==> src/rtl/qag_pkg.sv <==
package qag_pkg;
    localparam int QUADS     = 4;
    localparam int BANKS     = 2;
    localparam int QUAD_BITS = $clog2(QUADS);
    localparam int BANK_BITS = $clog2(BANKS);

    typedef logic [QUAD_BITS-1:0] quad_t;
endpackage

==> src/rtl/qag_perm_regs.sv <==
module qag_perm_regs
    import qag_pkg::*;
#(
    parameter int MASK_W = 16
) (
    input  logic                       clk,
    input  logic                       rst_n,
    input  logic                       wr_en,
    input  logic                       wr_priv,
    input  logic [BANK_BITS-1:0]       sel,
    input  logic [2*MASK_W-1:0]        wdata,
    output logic [2*MASK_W-1:0]        rdata,
    output logic [QUADS*MASK_W-1:0]    masks
);
    localparam int BANK_W = 2 * MASK_W;

    typedef struct packed {
        logic [BANKS-1:0][BANK_W-1:0] bank;
    } regs_t;

    regs_t regs_d, regs_q;

    always_comb begin
        regs_d = regs_q;
        if (wr_en && wr_priv) begin
            regs_d.bank[sel] = wdata;
        end
    end

    always_ff @(posedge clk or negedge rst_n) begin
        if (!rst_n) begin
            regs_q <= '0;
        end else begin
            regs_q <= regs_d;
        end
    end

    assign rdata = regs_q.bank[sel];
    assign masks = regs_q.bank;
endmodule

==> src/rtl/qag_lookup.sv <==
module qag_lookup
    import qag_pkg::*;
#(
    parameter int ADDR_W = 12,
    parameter int MID_W  = 4
) (
    input  logic [ADDR_W-1:0]                addr,
    input  logic [MID_W-1:0]                 mid,
    input  logic [QUADS*(1<<MID_W)-1:0]      masks,
    output logic                             permit
);
    localparam int MASK_W = 1 << MID_W;

    quad_t             quad;
    logic [QUADS-1:0]  quad_hit;

    assign quad = addr[ADDR_W-1 -: QUAD_BITS];

    for (genvar q = 0; q < QUADS; q++) begin : g_quad
        logic [MASK_W-1:0] field;
        assign field       = masks[q*MASK_W +: MASK_W];
        assign quad_hit[q] = (quad == quad_t'(q)) && field[mid];
    end

    assign permit = |quad_hit;
endmodule

==> src/rtl/qag_respond.sv <==
module qag_respond (
    input  logic clk,
    input  logic rst_n,
    input  logic req,
    input  logic permit,
    output logic fwd,
    output logic err
);
    typedef struct packed {
        logic err;
    } resp_t;

    resp_t resp_d, resp_q;

    always_comb begin
        resp_d     = resp_q;
        resp_d.err = req && !permit;
    end

    always_ff @(posedge clk or negedge rst_n) begin
        if (!rst_n) begin
            resp_q <= '0;
        end else begin
            resp_q <= resp_d;
        end
    end

    assign fwd = req && permit;
    assign err = resp_q.err;
endmodule

==> src/rtl/qag_access_gate.sv <==
module qag_access_gate
    import qag_pkg::*;
#(
    parameter int ADDR_W = 12,
    parameter int MID_W  = 4
) (
    input  logic                        clk,
    input  logic                        rst_n,
    input  logic                        acc_valid,
    input  logic [ADDR_W-1:0]           acc_addr,
    input  logic [MID_W-1:0]            acc_mid,
    output logic                        fwd_valid,
    output logic [ADDR_W-1:0]           fwd_addr,
    output logic                        acc_err,
    input  logic                        cfg_sel,
    input  logic                        cfg_wr,
    input  logic                        cfg_priv,
    input  logic [2*(1<<MID_W)-1:0]     cfg_wdata,
    output logic [2*(1<<MID_W)-1:0]     cfg_rdata
);
    localparam int MASK_W = 1 << MID_W;

    logic [QUADS*MASK_W-1:0] mask_flat;
    logic                    permit;

    qag_perm_regs #(.MASK_W(MASK_W)) u_regs (
        .clk     (clk),
        .rst_n   (rst_n),
        .wr_en   (cfg_wr),
        .wr_priv (cfg_priv),
        .sel     (cfg_sel),
        .wdata   (cfg_wdata),
        .rdata   (cfg_rdata),
        .masks   (mask_flat)
    );

    qag_lookup #(.ADDR_W(ADDR_W), .MID_W(MID_W)) u_lookup (
        .addr   (acc_addr),
        .mid    (acc_mid),
        .masks  (mask_flat),
        .permit (permit)
    );

    qag_respond u_resp (
        .clk    (clk),
        .rst_n  (rst_n),
        .req    (acc_valid),
        .permit (permit),
        .fwd    (fwd_valid),
        .err    (acc_err)
    );

    assign fwd_addr = acc_addr;
endmodule

==> config.mk <==
export PLATFORM = sky130hd
export DESIGN_NAME = qag_access_gate
export DESIGN_NICKNAME = d
export VERILOG_FILES = /design/src/rtl/qag_pkg.sv /design/src/rtl/qag_perm_regs.sv /design/src/rtl/qag_lookup.sv /design/src/rtl/qag_respond.sv /design/src/rtl/qag_access_gate.sv
export SDC_FILE = /design/constraint.sdc
export NUM_CORES = 1
export LEC_CHECK = 0
export CAP_MARGIN = 0
export CORE_MARGIN = 4
export CORE_UTILIZATION = 30
export DETAILED_ROUTE_END_ITERATION = 8
export DONT_BUFFER_PORTS = 1
export PLACE_DENSITY = 0.48
export SYNTH_ARGS = -nofsm -noshare
export SYNTH_HDL_FRONTEND = slang
export SYNTH_SLANG_ARGS = --single-unit
==> constraint.sdc <==
create_clock -name clk -period 5 [get_ports clk]
set_input_delay 1 -clock clk [delete_from_list [all_inputs] [get_ports clk]]
set_output_delay 1 -clock clk [all_outputs]
set_load 0.02 [all_outputs]
==> run metrics <==
status=completed; final clock skew=0.004903 ns; CP Launch Type=primary input; most common cell after layout, fill and taps aside=mux2_2; CTS tree=done; number of global-route vias before repair=2193; # DRC=0; critical path type=in -> out; Place WS=between 1.5 and 2 ns; worst endpoint required time=4.00 ns; Antenna diodes=0; post-synthesis compound-gate area fraction=0.03327; Clock Pin Slew Worst Setup and Hold Paths=0.05 ns; clk buf depth=2; clock latency on the worst-skew pair=around 0.33 ns; DP HPWL=roughly 5900 um; crit path DAT=2.33 ns; Final ANT Viol Nets=0; Nets=298; RR Startpoint=u_regs.masks[51]; Vias/cell=5.210; maxcap violations=0; CP max stage delay=0.52 ns; area share of xor/xnor cells in the synthesized design=0; final worst slack=~1.7 ns; All-Layer GR Usage=0.1331; cell depth of the worst flop-to-flop path=5; H-tree depth=3; total number of yosys warnings=0; Syn Std Cell Area=between 3000 and 4000 sq um; reg2reg setup slack=3.42 ns; min cycle time layout=3.326 ns; CP Capture Type=output port; DP Area=3513 sq um; DRT Pass-1 Iters=4; die height=~120 um; CTS Hold Buffers Added=0; pin count of the biggest net entering global routing=66; Die W=116.0 um; synthesized flop and latch total=between 60 and 70; peak supply drop=roughly 0.0002 V; post-synthesis mux area share=0.4025; grt total ovfl=0; WP buf/inv=0; Die Area=13450 sq um; RSZ-0062 raised after global routing=false; period utilization=0.6653; GP Congestion=0.7215; setup violators final=0; Final Power=1.604 mW; syn_area_per_cell=13.55 sq um; layout cells sized above 1=0.4534; fin area=3777 sq um; Site Rows=39; Post-CTS Resized=0; main combinational cell family by area after synthesis=multiplexers; Post-Synth Adder-Cell Area=0; Root Buffer=clkbuf_16; Final Hold Viols=0; Cells after Synth=around 260; Power Dens Cells=424.7 nW/um^2; TritonCTS Sinks=between 60 and 70; setup TNS=0 ns; final WL=8598 um; first-pass GRT wire length=~13000 um; worst reg2reg path endpoint=u_resp.err; crit-path cells=mux4_1 > nor2b_1 > or4_1 > o2111ai_1 > and3_1; initial antenna violation count=0; share of the yosys chip area belonging to registers=0.4651; slew margin rel.=0.6677; # port buffers=0; Highest Clock Rate=300.6 MHz; drt wl/cell=22.05 um; Synth cell types=28; Area growth syn-to-layout=8.014%; postcts setup bufs=0; Crit path max-delay family=simple AND/OR/NAND/NOR gates; Pins Over Slew Limit=0; CP max stage cell=or4_1; vias=about 2000; Lkg Pwr=1.553 nW; simple-gate area share of the yosys netlist=0.04830; 1st-iter DRT viols=67; most frequent cells in the layout=mux2_2, dfrtp_1, mux2i_1; Hold Crit Class=in -> async; Syn Nets=312; area of the core=~11000 sq um; TritonCTS buffer count=9; crit-path max FO=11; worst-margin pin slew=between 0.4 and 0.5 ns; I/O pin cnt=100; initial core utilization=0.3063
[cell usage after synthesis]
cell       count  area share
nor2_1         1      0.0011
nand2_1        6      0.0064
or4_1          2      0.0043
o2111ai_1      1      0.0025
dfrtp_1       65        0.47
clkbuf_1       5      0.0054
a21boi_1       1      0.0021
nand3_1        4      0.0057
buf_1          2      0.0021
mux2_2        96        0.31
buf_2          4      0.0057
nand2b_1       5      0.0089
buf_4         13       0.028
and2_1         1      0.0018
nand3b_1       1      0.0021
a22oi_1        4      0.0086
nor2b_1        8       0.014
a211oi_1       3      0.0064
a2111oi_0      2      0.0050
mux2i_1       18       0.052
a21oi_1        3      0.0043
mux4_1         3       0.023
buf_6          3      0.0097
nand4_1        1      0.0018
a31oi_1        1      0.0018
mux4_2         3       0.019
and3_1         1      0.0018
o22a_1         1      0.0025
[cell families after synthesis]
group | count (synthesis)
flops | 65
mux | 120
buf+inv | 27
simple gates | 30
compound gates | 16
[power breakdown]
group | leakage (nW) | switching (mW) | internal (mW) | total, mW
Clock | 0.129 | 0.211 | 0.357 | 0.568
Sequential | 0.770 | 0.0808 | 0.627 | 0.708
Combinational | 0.655 | 0.159 | 0.169 | 0.328
Total | 1.55 | 0.451 | 1.15 | 1.60
[per-stage QoR]
stage,instances,hold WS [ns],util
global route,390,0.3493,0.3308
finish,390,0.3714,0.3308
global placement,376,0.5137,0.3077
floorplan,258,0.4877,-
detailed placement,376,0.5171,0.3077
CTS,390,0.3530,0.3308
[routing by layer]
metal | global-route usage | routed length (um) | up-vias
met2 | 0.2098 | 3995 | 63
met3 | 0.06214 | 801 | 15
met1 | 0.1634 | 3685 | 1042
met5 | 0 | 0 | -
met4 | 0.03944 | 116 | 0
li1 | - | - | 912
[layout make-up]
cell class,count,area (sq um)
Fill cell,1160,7641
Multi-Input combinational cell,166,1693
Sequential cell,65,1627
Clock buffer,14,264.0
Tap cell,143,178.9
Timing Repair Buffer,2,15.01
[sequential cells by signal, indices dropped and copies added, names as in the netlist]
signal / cells
u_regs.masks: 64
u_resp.err: 1
[worst max path at each step]
stage	from	to	slack, ns	cells past startpoint
floorplan	acc_mid[2]	fwd_valid	1.77	6
global placement	acc_mid[1]	fwd_valid	1.65	5
detailed placement	acc_mid[1]	fwd_valid	1.64	5
CTS	acc_mid[1]	fwd_valid	1.64	5
global route	acc_mid[1]	fwd_valid	1.58	5
finish	acc_mid[1]	fwd_valid	1.67	5
[worst register-to-register path: stages (launching register included)]
cell and delay (ns):
dfrtp_1 0.40, mux4_1 0.52, mux2i_1 0.16, o22a_1 0.15
o2111ai_1 0.13, a21boi_1 0.15
(Power assumes the default switching activity.)
